`config.mk`:
```
export PLATFORM = sky130hd
export DESIGN_NAME = hdlc_tx_framer
export DESIGN_NICKNAME = d
export VERILOG_FILES = /design/src/rtl/hdlc_tx_pkg.sv /design/src/rtl/hdlc_fcs_gen.sv /design/src/rtl/hdlc_stuff_ctr.sv /design/src/rtl/hdlc_tx_seq.sv /design/src/rtl/hdlc_tx_framer.sv
export SDC_FILE = /design/constraint.sdc
export NUM_CORES = 1
export LEC_CHECK = 0
export BUFFER_PORTS_ARGS = -buffer_cell sky130_fd_sc_hd__buf_2
export CAP_MARGIN = 5
export CELL_PAD_IN_SITES_DETAIL_PLACEMENT = 0
export CELL_PAD_IN_SITES_GLOBAL_PLACEMENT = 2
export CORE_MARGIN = 2
export CORE_UTILIZATION = 34
export CTS_BUF_LIST = sky130_fd_sc_hd__clkbuf_16
export DETAILED_ROUTE_END_ITERATION = 8
export HOLD_SLACK_MARGIN = 0.06
export PLACE_DENSITY_LB_ADDON = 0.25
export REMOVE_ABC_BUFFERS = 1
export SLEW_MARGIN = 20
export SYNTH_ARGS = -nofsm -noshare
export SYNTH_HDL_FRONTEND = slang
export SYNTH_SLANG_ARGS = --single-unit
```
`constraint.sdc`:
```
create_clock -name clk -period 2.2 [get_ports clk]
set_input_delay 0 -clock clk [delete_from_list [all_inputs] [get_ports clk]]
set_output_delay 0 -clock clk [all_outputs]
set_load 0.05 [all_outputs]
```
`src/rtl/hdlc_tx_pkg.sv`:
```
package hdlc_tx_pkg;

  // Units on the line (flags, idle fill, payload bytes, abort run) are 8 bits.
  localparam int UNIT_BITS = 8;
  localparam int POS_W     = $clog2(UNIT_BITS);

  // Flag octet; its bit pattern is symmetric, so LSB-first order reads the same.
  localparam logic [UNIT_BITS-1:0] FLAG_OCTET = 8'h7E;

  // Longest run of ones allowed inside a frame before a zero is inserted.
  localparam int RUN_LIMIT = 5;

  typedef enum logic [2:0] {
    ST_IDLE,
    ST_OPEN,
    ST_DATA,
    ST_FCS,
    ST_CLOSE,
    ST_ABORT
  } tx_state_e;

endpackage

```
`src/rtl/hdlc_fcs_gen.sv`:
```
// Bit-serial reflected CRC register; one payload bit is folded in per enable.
module hdlc_fcs_gen #(
  parameter int            W    = 16,
  parameter logic [W-1:0]  POLY = 16'h8408
) (
  input  logic         clk,
  input  logic         rst_n,
  input  logic         init,
  input  logic         en,
  input  logic         din,
  output logic [W-1:0] crc_q
);

  logic         fb;
  logic [W-1:0] crc_next;

  always_comb begin
    fb       = crc_q[0] ^ din;
    crc_next = {1'b0, crc_q[W-1:1]} ^ (fb ? POLY : '0);
  end

  always_ff @(posedge clk or negedge rst_n) begin
    if (!rst_n) begin
      crc_q <= '1;
    end else if (init) begin
      crc_q <= '1;
    end else if (en) begin
      crc_q <= crc_next;
    end
  end

endmodule

```
`src/rtl/hdlc_stuff_ctr.sv`:
```
// Counts consecutive ones in the stuffable part of the stream.
module hdlc_stuff_ctr #(
  parameter int RUN = 5
) (
  input  logic clk,
  input  logic rst_n,
  input  logic clr,
  input  logic line_bit,
  output logic stuff_due
);

  localparam int CW = $clog2(RUN + 1);

  logic [CW-1:0] run_q;

  always_ff @(posedge clk or negedge rst_n) begin
    if (!rst_n) begin
      run_q <= '0;
    end else if (clr || !line_bit) begin
      run_q <= '0;
    end else if (run_q != CW'(RUN)) begin
      run_q <= run_q + 1'b1;
    end
  end

  assign stuff_due = (run_q == CW'(RUN));

endmodule

```
`src/rtl/hdlc_tx_seq.sv`:
```
// Frame sequencer: picks the next line bit and registers it.
module hdlc_tx_seq
  import hdlc_tx_pkg::*;
#(
  parameter int FCS_W = 16
) (
  input  logic             clk,
  input  logic             rst_n,
  input  logic             in_valid,
  input  logic [7:0]       in_data,
  input  logic             in_last,
  output logic             in_ready,
  input  logic             abort_req,
  input  logic             idle_flags,
  input  logic             stuff_due,
  input  logic [FCS_W-1:0] crc_q,
  output logic             crc_init,
  output logic             crc_en,
  output logic             line_bit,
  output logic             run_clr,
  output logic             tx_bit,
  output tx_state_e        st_o
);

  localparam int IDX_W = $clog2(FCS_W);
  localparam logic [POS_W-1:0] POS_END = POS_W'(UNIT_BITS - 1);
  localparam logic [IDX_W-1:0] IDX_END = IDX_W'(FCS_W - 1);

  tx_state_e            st_q, st_n;
  logic [POS_W-1:0]     pos_q, pos_n;
  logic [UNIT_BITS-1:0] sh_q, sh_n;
  logic                 last_q, last_n;
  logic [IDX_W-1:0]     fidx_q, fidx_n;
  logic                 bit_n;
  logic                 stuffable;
  logic                 data_bit;
  logic                 rdy;

  always_comb begin
    st_n      = st_q;
    pos_n     = pos_q;
    sh_n      = sh_q;
    last_n    = last_q;
    fidx_n    = fidx_q;
    bit_n     = 1'b1;
    stuffable = 1'b0;
    data_bit  = 1'b0;
    rdy       = 1'b0;

    unique case (st_q)
      ST_IDLE: begin
        bit_n = idle_flags ? FLAG_OCTET[pos_q] : 1'b1;
        pos_n = pos_q + 1'b1;
        if (pos_q == POS_END && in_valid) st_n = ST_OPEN;
      end

      ST_OPEN: begin
        bit_n = FLAG_OCTET[pos_q];
        pos_n = pos_q + 1'b1;
        if (pos_q == POS_END) st_n = ST_DATA;
      end

      ST_DATA: begin
        if (abort_req) begin
          st_n  = ST_ABORT;
          pos_n = '0;
          bit_n = 1'b1;
        end else if (stuff_due) begin
          bit_n     = 1'b0;
          stuffable = 1'b1;
        end else if (pos_q == '0) begin
          rdy = 1'b1;
          if (!in_valid) begin
            // Underrun: the line cannot wait, so the frame is aborted.
            st_n  = ST_ABORT;
            pos_n = '0;
            bit_n = 1'b1;
          end else begin
            bit_n     = in_data[0];
            sh_n      = {1'b0, in_data[7:1]};
            last_n    = in_last;
            pos_n     = pos_q + 1'b1;
            data_bit  = 1'b1;
            stuffable = 1'b1;
          end
        end else begin
          bit_n     = sh_q[0];
          sh_n      = {1'b0, sh_q[UNIT_BITS-1:1]};
          pos_n     = pos_q + 1'b1;
          data_bit  = 1'b1;
          stuffable = 1'b1;
          if (pos_q == POS_END && last_q) begin
            st_n   = ST_FCS;
            fidx_n = '0;
          end
        end
      end

      ST_FCS: begin
        if (abort_req) begin
          st_n  = ST_ABORT;
          pos_n = '0;
          bit_n = 1'b1;
        end else if (stuff_due) begin
          bit_n     = 1'b0;
          stuffable = 1'b1;
        end else begin
          bit_n     = ~crc_q[fidx_q];
          stuffable = 1'b1;
          fidx_n    = fidx_q + 1'b1;
          if (fidx_q == IDX_END) begin
            st_n  = ST_CLOSE;
            pos_n = '0;
          end
        end
      end

      ST_CLOSE: begin
        if (pos_q == '0 && stuff_due) begin
          // Last FCS bits ended in five ones: stuff before the flag.
          bit_n     = 1'b0;
          stuffable = 1'b1;
        end else begin
          bit_n = FLAG_OCTET[pos_q];
          pos_n = pos_q + 1'b1;
          if (pos_q == POS_END) st_n = in_valid ? ST_DATA : ST_IDLE;
        end
      end

      ST_ABORT: begin
        bit_n = 1'b1;
        pos_n = pos_q + 1'b1;
        if (pos_q == POS_END) st_n = ST_IDLE;
      end

      default: begin
        st_n  = ST_IDLE;
        pos_n = '0;
      end
    endcase
  end

  always_ff @(posedge clk or negedge rst_n) begin
    if (!rst_n) begin
      st_q   <= ST_IDLE;
      pos_q  <= '0;
      sh_q   <= '0;
      last_q <= 1'b0;
      fidx_q <= '0;
      tx_bit <= 1'b1;
    end else begin
      st_q   <= st_n;
      pos_q  <= pos_n;
      sh_q   <= sh_n;
      last_q <= last_n;
      fidx_q <= fidx_n;
      tx_bit <= bit_n;
    end
  end

  assign in_ready = rdy;
  assign crc_en   = data_bit;
  assign crc_init = (st_q != ST_DATA) && (st_q != ST_FCS);
  assign line_bit = bit_n;
  assign run_clr  = !stuffable;
  assign st_o     = st_q;

endmodule

```
`src/rtl/hdlc_tx_framer.sv`:
```
module hdlc_tx_framer
  import hdlc_tx_pkg::*;
#(
  parameter bit USE_CRC32 = 1'b0
) (
  input  logic       clk,
  input  logic       rst_n,
  input  logic       in_valid,
  input  logic [7:0] in_data,
  input  logic       in_last,
  output logic       in_ready,
  input  logic       abort_req,
  input  logic       idle_flags,
  output logic       tx_bit
);

  localparam int FCS_W = USE_CRC32 ? 32 : 16;

  logic             crc_init;
  logic             crc_en;
  logic             line_bit;
  logic             run_clr;
  logic             stuff_due;
  logic [FCS_W-1:0] crc_q;
  tx_state_e        st_w;

  hdlc_tx_seq #(.FCS_W(FCS_W)) u_seq (
    .clk        (clk),
    .rst_n      (rst_n),
    .in_valid   (in_valid),
    .in_data    (in_data),
    .in_last    (in_last),
    .in_ready   (in_ready),
    .abort_req  (abort_req),
    .idle_flags (idle_flags),
    .stuff_due  (stuff_due),
    .crc_q      (crc_q),
    .crc_init   (crc_init),
    .crc_en     (crc_en),
    .line_bit   (line_bit),
    .run_clr    (run_clr),
    .tx_bit     (tx_bit),
    .st_o       (st_w)
  );

  hdlc_stuff_ctr #(.RUN(RUN_LIMIT)) u_stuff (
    .clk       (clk),
    .rst_n     (rst_n),
    .clr       (run_clr),
    .line_bit  (line_bit),
    .stuff_due (stuff_due)
  );

  if (USE_CRC32) begin : g_fcs32
    hdlc_fcs_gen #(.W(32), .POLY(32'hEDB88320)) u_fcs (
      .clk   (clk),
      .rst_n (rst_n),
      .init  (crc_init),
      .en    (crc_en),
      .din   (line_bit),
      .crc_q (crc_q)
    );
  end else begin : g_fcs16
    hdlc_fcs_gen #(.W(16), .POLY(16'h8408)) u_fcs (
      .clk   (clk),
      .rst_n (rst_n),
      .init  (crc_init),
      .en    (crc_en),
      .din   (line_bit),
      .crc_q (crc_q)
    );
  end

endmodule

```
# ---- Yosys cells after proc, flatten, opt, wreduce, memory -nomap -nowiden
# Memory sizes are Yosys's and may differ from the RTL's.
# Cells that the tools add are included.
# W data, S select, Z words.
dict set report totals {
  register_bits 39
  romBits 8
  input_bits 14
  out_inout_bits 2
  word_cells 129
  mem_count 1
}
# name depth width read_ports rd_clocked_by_memory_dff write_ports line_no
set mem_list {}
lappend mem_list {{(no name shown)} 8 1 1 0 0 hdlc_tx_seq.sv:52} ;# bit_n = idle_flags ? FLAG_OCTET[pos_q] : 1'b1;
dict set report classes {
  n_addsub 3
  order_cmp 2
  eq_ne 28
  mux 64
  n_bitwise 5
  n_reduce_logical 18
}
# cell n
set op_table {}
lappend op_table {{$mux W3} 23}
lappend op_table {{$mux W16} 3}
lappend op_table {{$mux W4} 6}
lappend op_table {{$mux W1} 23}
lappend op_table {{$pmux W3 S6} 1}
lappend op_table {{$mux W8} 2}
lappend op_table {{$xor A15 B16 Y16} 1}
lappend op_table {{$ne A2 B2 Y1 const B} 7}
lappend op_table {{$eq A3 B3 Y1 const B} 4}
lappend op_table {{$pmux W3 S4} 1}
lappend op_table {{$ne A2 B1 Y1 const B} 5}
lappend op_table {{$reduce_and A10 Y1} 1}
lappend op_table {{$ne A3 B2 Y1 const B} 3}
lappend op_table {{$ne A3 B3 Y1 const B} 3}
lappend op_table {{$pmux W4 S2} 1}
lappend op_table {{$reduce_and A4 Y1} 2}
lappend op_table {{$reduce_and A7 Y1} 1}
lappend op_table {{$add A3 B1 Y3 const B} 2}
lappend op_table {{$eq A3 B2 Y1 const B} 2}
lappend op_table {{$logic_not A3 Y1} 2}
lappend op_table {{$reduce_bool A2 Y1} 3}
lappend op_table {{$lt A4 B5 Y1 const B} 1}
lappend op_table {{$pmux W1 S5} 1}
lappend op_table {{$reduce_and A5 Y1} 1}
lappend op_table {{other kinds (15)} 21}

# ---- Longest topological paths before layout
# Gate-level depths: netlist of the first run.
dict set report depth {
  depth_word 11
  ltp_mapped 9
  depth_no_buf 8
}

# ---- Cells and area by module
# From an unflattened synthesis of the first run, not the netlist that was laid out.
dict set report unflattened {
  cells_unflattened 210
  hier_area_um2 2217.1
}
# mod n_inst cells_each area_each_um2 seq_area_each_um2
set modules_own_cells {}
lappend modules_own_cells {hdlc_tx_seq 1 138 1296.2 476.7}
lappend modules_own_cells {hdlc_fcs_gen 1 56 740.7 420.4}
lappend modules_own_cells {hdlc_stuff_ctr 1 16 180.2 75.1}

# ---- Worst setup path before layout of the first run
# Ideal clock, no wire load.
dict set report synth_timing {
  path_kind {reg2reg}
  startpoint {register u_seq.pos_q[0]}
  endpoint {register u_seq.last_q}
  setup_time_ns 0.125
  t_arrival_ns 2.064
  required_time_ns 2.075
  setup_slack_ns 0.011
  path_stages_with_launch 8
  n_path_buf 1
  period_less_slack_ns 2.189
  cell_sequence {dfrtp_1 -> inv_1 -> ha_1 -> nand2b_1 -> clkbuf_1 -> nor2_1 -> nand2_1 -> mux2_2}
}
dict set report synth_via {
  elab_chain_cells 2
}
# item line_no
set synth_rtl {}
lappend synth_rtl {{start, declared} hdlc_tx_seq.sv:30} ;# logic [POS_W-1:0] pos_q, pos_n;
lappend synth_rtl {{start signal, assigned} hdlc_tx_seq.sv:153} ;# pos_q <= pos_n;
lappend synth_rtl {{$logic_not A3 Y1} hdlc_tx_seq.sv:71} ;# end else if (pos_q == '0) begin
lappend synth_rtl {{$reduce_and A5 Y1 (no source line)} --}
lappend synth_rtl {{end signal, assigned} hdlc_tx_seq.sv:155} ;# last_q <= last_n;
lappend synth_rtl {{end, declared} hdlc_tx_seq.sv:32} ;# logic last_q, last_n;
# No other way between the ends.
# A chain may end at the register's enable or synchronous reset.

# ---- Worst setup path after layout of the first run
dict set report layout_timing {
  startpoint {register u_seq.pos_q[0]}
  endpoint {register u_seq.st_q[0] (netlist: u_seq.st_o[0])}
}
dict set report layout_via {
  elab_chain_cells 5
  elab_cells_between_ends 17
  classes_between {eq/ne (8); mux (4); reduce/logical (5)}
}
# item line_no
set layout_rtl {}
lappend layout_rtl {{$logic_not A3 Y1} {hdlc_tx_seq.sv:71, hdlc_tx_seq.sv:119}}
lappend layout_rtl {{$mux W3} hdlc_tx_seq.sv:71}
lappend layout_rtl {{$mux W3} hdlc_tx_seq.sv:68} ;# end else if (stuff_due) begin
lappend layout_rtl {{$mux W3} hdlc_tx_seq.sv:64} ;# if (abort_req) begin
lappend layout_rtl {{$pmux W3 S6} hdlc_tx_seq.sv:50} ;# unique case (st_q)
lappend layout_rtl {{end signal, assigned} hdlc_tx_seq.sv:152} ;# st_q <= st_n;
lappend layout_rtl {{end, declared} hdlc_tx_seq.sv:29} ;# tx_state_e st_q, st_n;
# Several ways; a longest one is shown, not always the timed one. The select of a mux whose other input is x is not followed.

==> results.txt, run 1 <==
Global routing finished with a remaining overflow of 0. The initial antenna violation count is 0. The largest area contributor in the netlist is sky130_fd_sc_hd__dfrtp_1. The leading register cell type out of synthesis is sky130_fd_sc_hd__dfrtp_1. The count of cell instances traversed by the critical path came out at 7. The total number of vias came out at 1697. The number of slew-limit violations in the final report came out at 0. The post-route netlist has 26.6% of its cells at a drive strength greater than 1.

The xor/xnor share of the synthesized area came out at 3.24%. STA classifies the critical path startpoint as a register. The count of input and output buffers is 15. The average cell area after synthesis came out at 9.42 um^2. By area, the combinational part of the netlist is dominated by simple AND/OR/NAND/NOR gates. The fraction of synthesized cell area taken by the top area cell type came out at 24.3%. The largest individual stage delay along the critical path comes from the cell sky130_fd_sc_hd__or3_4. The count of TritonRoute iterations in the first routing pass is 5. By area the synthesized netlist is led by sky130_fd_sc_hd__dfrtp_1 24%, sky130_fd_sc_hd__dfstp_2 21%, sky130_fd_sc_hd__nor2_1 6.4%.

The post-synthesis share of cell area spent on and, or, nand and nor gates came out at 23.6%. The clock latency on the worst-skew pair came out at 0.28 ns. The total I/O pin count is 16. In this run the core area contains 29 standard-cell rows. The post-synthesis instance total came out at 230.

For this run, the total global-route usage over all layers was measured as 15.8%. The net count of the finished layout is 279. For this run, the slowest stage of the critical path takes 0.43 ns. The worst setup path is captured at a register.

The global-route wire length before repair is 8850 um. After synthesis, the netlist uses 43 different library cells. For the final routed database, the setup TNS stands at 0 ns. The average detailed-routed wire length per instance came out at 14.7 um. The final routed wirelength across all metal layers is 4940 um.

In this run the worst hold path is classified as in -> reg. The number of cells on the worst reg-to-reg path came out at 7. The overall power of the completed layout came out at 0.00302 W. The max-cap violation count came out at 0. Broken down by cell family, the worst path's largest delay share belongs to simple AND/OR/NAND/NOR gates.

Along the worst hold path, the cell count comes to 3. The critical path in this run is classified as reg -> reg. The H-tree depth is 2. Across the VDD grid, the largest voltage drop is 0.521 mV. In this run the clock root is driven by a sky130_fd_sc_hd__clkbuf_16. The part of the Yosys area used for sequential elements is 44.9%. The setup violation total in the final timing report came out at 0. The synthesized design contains 38 register bits. In this run the most critical hold path is launched from in_valid. The total instance count after detailed placement is 319. Summing all placed instances gives a cell area of 0.00236 mm^2. The antenna violation net count after detailed routing came out at 0. Measured against its own limit, the worst slew margin works out to 42.1%. The top fanout value on the critical path came out at 3. Across the routed clock network, the largest skew measured is 0.00317 ns. The fraction of the mapped netlist area in compound gates came out at 11.6%. The cell area after layout came out at 0.00259 mm^2. After clock tree synthesis, the clock-pin slew on the worst setup and hold paths is 0.06 ns. The routability congestion estimate from global placement came out at 0.761. The count of warnings emitted by yosys is 0. The power density of the placed cells came out at 1170 mW/mm^2.

The maximum buffer depth of the clock tree is 2. Of the total synthesized cell area, the portion taken by full adders, half adders and majority gates is 4.04%. The run finished with clean final reports. The height of the die is 83.8 um. The antenna cell count came out at 0. The minimum clock period is 2.06 ns.

The core area is 0.00624 mm^2. The post-detailed-route DRC marker count is 0. After layout, the worst path uses 93.5% of the clock period. The width of the die is 83.8 um. The number of buffer and inverter stages on the critical path came out at 1. Setup repair after global routing left no endpoint under its margin. For this run, asynchronously set or reset flops after synthesis account for 100%. The pin count of the biggest net entering global routing came out at 39. The number of buffers added by the clock tree synthesis step came out at 5. The detailed router finished its first iteration with 49 violations. The effective utilization at floorplan came out at 34.7%. The average vias per placed instance is 5.05. The critical path launch point is u_seq.pos_q[0]. TritonCTS built the clock tree. The via count of the first global-routing pass is 1760.

The count of placed standard cells in the final layout, fillers left out is 336. The achievable clock frequency came out at 486 MHz. The count of flip-flops with a built-in enable after synthesis is 0. The mux cell area share after synthesis came out at 7.68%.

The endpoint required time on the critical path came out at 2.36 ns. Walking the worst path, the cells encountered are inv_1 > ha_1 > nor2b_1 > a41oi_4 > nor2_2 > or3_4 > mux2_4. The half-perimeter wire length after placement is 3430 um. In this run the critical register-to-register path is launched from u_seq.pos_q[0]. The leakage power total is 1.06 nW. The netlist area before placement came out at 0.00217 mm^2. Data on the critical path arrives at its endpoint at 2.22 ns. For the pin with the worst max-slew slack, the measured transition is 0.868 ns. From synthesis to final layout, the design area changed by 19.7%. The die covers 0.00702 mm^2. The total count of hold-check failures in the final report was 0. The tree built by TritonCTS fans out to 38 sinks.
-- timing repair --
item,4_1_cts,5_1_grt
resized for setup,0,1
hold buffers,9,0
setup buffers,0,0
endpoints found under the setup margin,0,5
hold endpoints to repair,29,0
-- final cells by class --
class	instances	area [um^2]
Multi-Input combinational cell	171	1100
Tap cell	77	96.3
Sequential cell	38	972
Inverter	6	22.5
Fill cell	633	3650
Timing Repair Buffer	36	268
Clock buffer	5	125
Clock inverter	3	12.5
-- logic make-up (layout without fill, tap and decap cells) --
kind of cell | Yosys count | in the layout
simple gates | 108 | 108
flops | 38 | 38
compound gates | 37 | 37
buf+inv | 21 | 50
mux | 11 | 11
xor+xnor | 8 | 8
fa+ha+maj | 7 | 7
-- through the flow --
step | util, % | hold slack [ns] | setup WS [ns]
CTS | 41.4 | 0.109 | 0.0984
global placement | 37.8 | 0.170 | 0.137
global route | 41.5 | 0.144 | 0.00789
finish | 41.5 | 0.115 | 0.142
floorplan | - | -0.296 | -0.167
detailed placement | 37.8 | 0.171 | 0.137
-- Yosys cell counts (2+ instances only) --
| master | number |
|---|---|
| sky130_fd_sc_hd__nand4_1 | 3 |
| sky130_fd_sc_hd__dfstp_2 | 17 |
| sky130_fd_sc_hd__xor2_1 | 3 |
| sky130_fd_sc_hd__a31oi_1 | 8 |
| sky130_fd_sc_hd__nor3_1 | 16 |
| sky130_fd_sc_hd__xnor2_1 | 5 |
| sky130_fd_sc_hd__mux2i_1 | 2 |
| sky130_fd_sc_hd__nand2b_1 | 4 |
| sky130_fd_sc_hd__dfrtp_1 | 21 |
| sky130_fd_sc_hd__clkbuf_1 | 9 |
| sky130_fd_sc_hd__nor4_1 | 2 |
| sky130_fd_sc_hd__nand3_1 | 5 |
| sky130_fd_sc_hd__nand2_1 | 27 |
| sky130_fd_sc_hd__mux4_2 | 3 |
| sky130_fd_sc_hd__a21oi_1 | 11 |
| sky130_fd_sc_hd__nor2_1 | 37 |
| sky130_fd_sc_hd__mux2_2 | 3 |
| sky130_fd_sc_hd__nor2b_1 | 3 |
| sky130_fd_sc_hd__mux2_4 | 3 |
| sky130_fd_sc_hd__ha_1 | 7 |
| sky130_fd_sc_hd__or2_2 | 2 |
| sky130_fd_sc_hd__o211a_1 | 2 |
| sky130_fd_sc_hd__inv_1 | 6 |
| sky130_fd_sc_hd__nor2_2 | 2 |
| sky130_fd_sc_hd__buf_2 | 2 |
| sky130_fd_sc_hd__buf_6 | 3 |
| sky130_fd_sc_hd__o21ai_0 | 8 |
-- tightest hold or removal path, cell delays in order --
cell	delay [ns]
sky130_fd_sc_hd__buf_2	0.15
sky130_fd_sc_hd__nand2_1	0.07
sky130_fd_sc_hd__mux2_2	0.14
-- final timing paths --
| path | end | slack [ns] |
|---|---|---|
| max | u_seq.st_o[0] | 0.14 |
| min | u_seq.last_q | 0.12 |
| max reg2reg | u_seq.st_o[0] | 0.14 |
| min reg2reg | u_seq.sh_q[6] | 0.47 |
| max in group asynchronous | u_seq.fidx_q[0] | 1.28 |
| min in group asynchronous | u_seq.pos_q[1] | 0.38 |
-- cell usage in the layout (no fill, tap or decap), types with 8 or more instances in the layout --
master	instances
sky130_fd_sc_hd__buf_2	15
sky130_fd_sc_hd__a31oi_1	8
sky130_fd_sc_hd__a21oi_1	11
sky130_fd_sc_hd__nand2_1	27
sky130_fd_sc_hd__o21ai_0	8
sky130_fd_sc_hd__dfrtp_1	21
sky130_fd_sc_hd__nor2_1	36
sky130_fd_sc_hd__buf_4	11
sky130_fd_sc_hd__dlygate4sd3_1	9
sky130_fd_sc_hd__nor3_1	16
sky130_fd_sc_hd__dfstp_2	17
-- sequential cells by signal, summed over array words and instances (netlist names) --
name,cells
u_seq.st_o,3
u_seq.fidx_q,4
u_seq.sh_q,7
u_seq.tx_bit,1
u_seq.last_q,1
u_stuff.run_q,3
u_seq.pos_q,3
g_fcs16.u_fcs.crc_q,16
-- per-layer routing --
layer | GRT usage (%) | up-vias | part of all wire (%)
met5 | 0 | - | 0
met4 | 4.84 | 0 | 0.95
met3 | 3.36 | 5 | 2.2
met2 | 24.7 | 13 | 46
met1 | 22.2 | 830 | 51
li1 | - | 849 | -
-- power by group --
group,switching (W),internal [W],total [W]
registers,0.000164,0.000888,0.00105
clock network,0.000270,0.000409,0.000679
logic,0.000730,0.000560,0.00129
total,0.00116,0.00186,0.00302
(Power assumes the default switching activity.)
==> run 2: changes to the inputs <==
==> constraint.sdc (replaced) <==
create_clock -name clk -period 2.2 [get_ports clk]
set_input_delay 0.66 -clock clk [delete_from_list [all_inputs] [get_ports clk]]
set_output_delay 0.66 -clock clk [all_outputs]
set_load 0.05 [all_outputs]
==> run 2 against run 1 <==
- sequential share of layout area is 0.43 points higher
- via count is 1.4% higher
- first-iteration DRC count is 53% higher
- cell area is 1.0% lower
- register-to-register slack hardly changed
- fmax is 2.7% lower
- final cell count stayed put
- worst hold slack better by 0.27 ns
==> results.txt, run 2 (synthesized netlist as in run 1, its figures left out) <==
The first global-routing pass estimated 8600 um of wire. The minimum clock period came out at 2.12 ns. The half-perimeter wire length after placement came out at 3500 um.

The total count of hold-check failures in the final report came out at 0. The net count of the finished layout is 279. Routability-driven placement finished with a final weighted congestion of 0.779. The number of buffers added by the clock tree synthesis step came out at 5. The post-detailed-route DRC marker count came out at 0. The worst setup path is launched from a register. The first routing iteration left 75 violations. In this run the worst setup path begins at u_seq.pos_q[0]. Dividing the detail-routed wire length by the instance count gives 14.5 um. The total I/O pin count came out at 16.

At the pin with the least slew margin, the transition time is 0.602 ns. The clock latency on the worst-skew pair is 0.28 ns. The run finished with clean final reports. The initial antenna violation count is 0. Derived from the worst setup path, the maximum achievable clock frequency is 473 MHz.

The data arrival time of the worst path is 1.46 ns. After global routing the overflow that remains totals 0. The number of hold buffers added after cts is 0.

The total number of vias came out at 1721. The flip-flop count of the largest register after layout came out at 16. The endpoint kind of the worst setup timing path is a primary output. The largest vdd supply drop came out at 0.522 mV. The launch instance of the worst register-to-register path is u_stuff.run_q[0]. Clock tree synthesis selected as its root buffer the cell sky130_fd_sc_hd__clkbuf_16. The max-slew headroom at the worst pin came out at 59.8%. The die footprint came out at 0.00702 mm^2. TritonCTS built the clock tree. The maximum buffer depth of the clock tree came out at 2. Data on the critical path is required at its endpoint by 1.54 ns.

The average vias per placed instance is 5.12. Setup repair after global routing left no endpoint under its margin. The number of slew-limit violations in the final report was 0. The via count of the first global-routing pass came out at 1739.

The number of buffers added for setup after CTS is 0. The aggregate negative setup slack is 0 ns. The area growth from synthesis to layout is 18.5%. The width of the die is 83.8 um. The antenna cell count came out at 0.

The critical path in this run is classified as reg -> out. The count of input and output buffers came out at 15. The max-cap violation count came out at 0.

The overall power of the completed layout is 0.00303 W. The fraction of final layout cells sized beyond drive strength 1 is 30.5%. The setup slack of the worst register-to-register path is 0.13 ns.

Clock skew on the completed layout was measured at 0.00368 ns. The pin count of the biggest net entering global routing is 27. The global-route usage over all layers is 15.3%.

Of all nets on the critical path, the largest fanout is 4. The leakage power total came out at 1.06 nW. The H-tree depth is 2. The register with the most flip-flops is g_fcs16.u_fcs.crc_q. The site row count came out at 29. The register clock-pin slew on the reported worst setup and hold paths came out at 0.05 ns.

The antenna violation net count after detailed routing came out at 0. The path class of the tightest hold or removal check is in -> async. The number of clock sinks came out at 38. The height of the die is 83.8 um. The core area came out at 0.00624 mm^2.

In this run the power density over the cells is 1180 mW/mm^2. The final routed wirelength across all metal layers came out at 4880 um. In the finished design, the share of the clock period the worst path needs comes to 96.2%. The library cell used most frequently in the layout, excluding fill and tap cells, is sky130_fd_sc_hd__nor2_1. The largest registers in the layout are g_fcs16.u_fcs.crc_q (16), u_seq.sh_q (7), u_seq.fidx_q (4). The first detailed-routing pass took 4 iterations. The setup violation total in the final timing report came out at 0. In the layout the commonest cells are 35 x sky130_fd_sc_hd__nor2_1, 27 x sky130_fd_sc_hd__nand2_1, 21 x sky130_fd_sc_hd__buf_4, 20 x sky130_fd_sc_hd__dfrtp_1, 17 x sky130_fd_sc_hd__dfstp_2. The effective utilization at floorplan came out at 34.7%.
## run 2: per-layer routing
layer / global-route usage [%] / vias to the layer above / part of all wire (%)
li1: - / 851 / -
met2: 23.6 / 27 / 46
met1: 21.2 / 835 / 50
met4: 5.72 / 0 / 1.5
met3: 3.36 / 8 / 2.7
met5: 0 / - / 0
## run 2: final timing paths
| path | end | depth (start not counted) |
|---|---|---|
| min | u_seq.pos_q[1] | 1 |
| min in group clk | u_seq.sh_q[6] | 2 |
| max reg2reg | u_seq.st_o[2] | 6 |
| min reg2reg | u_seq.sh_q[6] | 2 |
| max | in_ready | 5 |
| max in group asynchronous | g_fcs16.u_fcs.crc_q[3] | 2 |
## run 2: cell type report
cell class,instances,area [um^2]
tap,77,96.3
clock inverter,3,11.3
sequential,38,973
clock buffer,5,125
inverter,6,22.5
multi-input combinational,171,1100
timing repair buffer,36,239
fill,638,3670
## run 2: worst max-delay path, cell delays in order, from the launching register on
cell                       delay, ns
sky130_fd_sc_hd__dfrtp_1        0.40
sky130_fd_sc_hd__inv_1          0.09
sky130_fd_sc_hd__ha_1           0.20
sky130_fd_sc_hd__nand2b_1       0.14
sky130_fd_sc_hd__nor2_2         0.18
sky130_fd_sc_hd__buf_6          0.18
## run 2: where the power goes
| part | total, W | internal (W) | switching (W) |
|---|---|---|---|
| registers | 0.00104 | 0.000889 | 0.000151 |
| clock network | 0.000682 | 0.000408 | 0.000274 |
| logic | 0.00130 | 0.000567 | 0.000737 |
| total | 0.00303 | 0.00186 | 0.00116 |
## run 2: per-stage QoR
step | hold slack [ns] | instances | cell area, um^2 | setup slack [ns] | util [%]
after floorplan | 0.364 | 215 | 2080 | -0.190 | -
after global placement | 0.456 | 328 | 2410 | 0.0415 | 38.7
after detailed placement | 0.461 | 328 | 2410 | 0.0535 | 38.7
after CTS | 0.411 | 336 | 2550 | 0.0361 | 40.9
after global routing | 0.430 | 336 | 2570 | 0.00318 | 41.1
final | 0.385 | 336 | 2570 | 0.0844 | 41.1
## run 2: repair_timing
| action | CTS | global route |
|---|---|---|
| gates cloned | 0 | 0 |
| setup endpoints to repair | 1 | 5 |
| resized for setup | 1 | 4 |
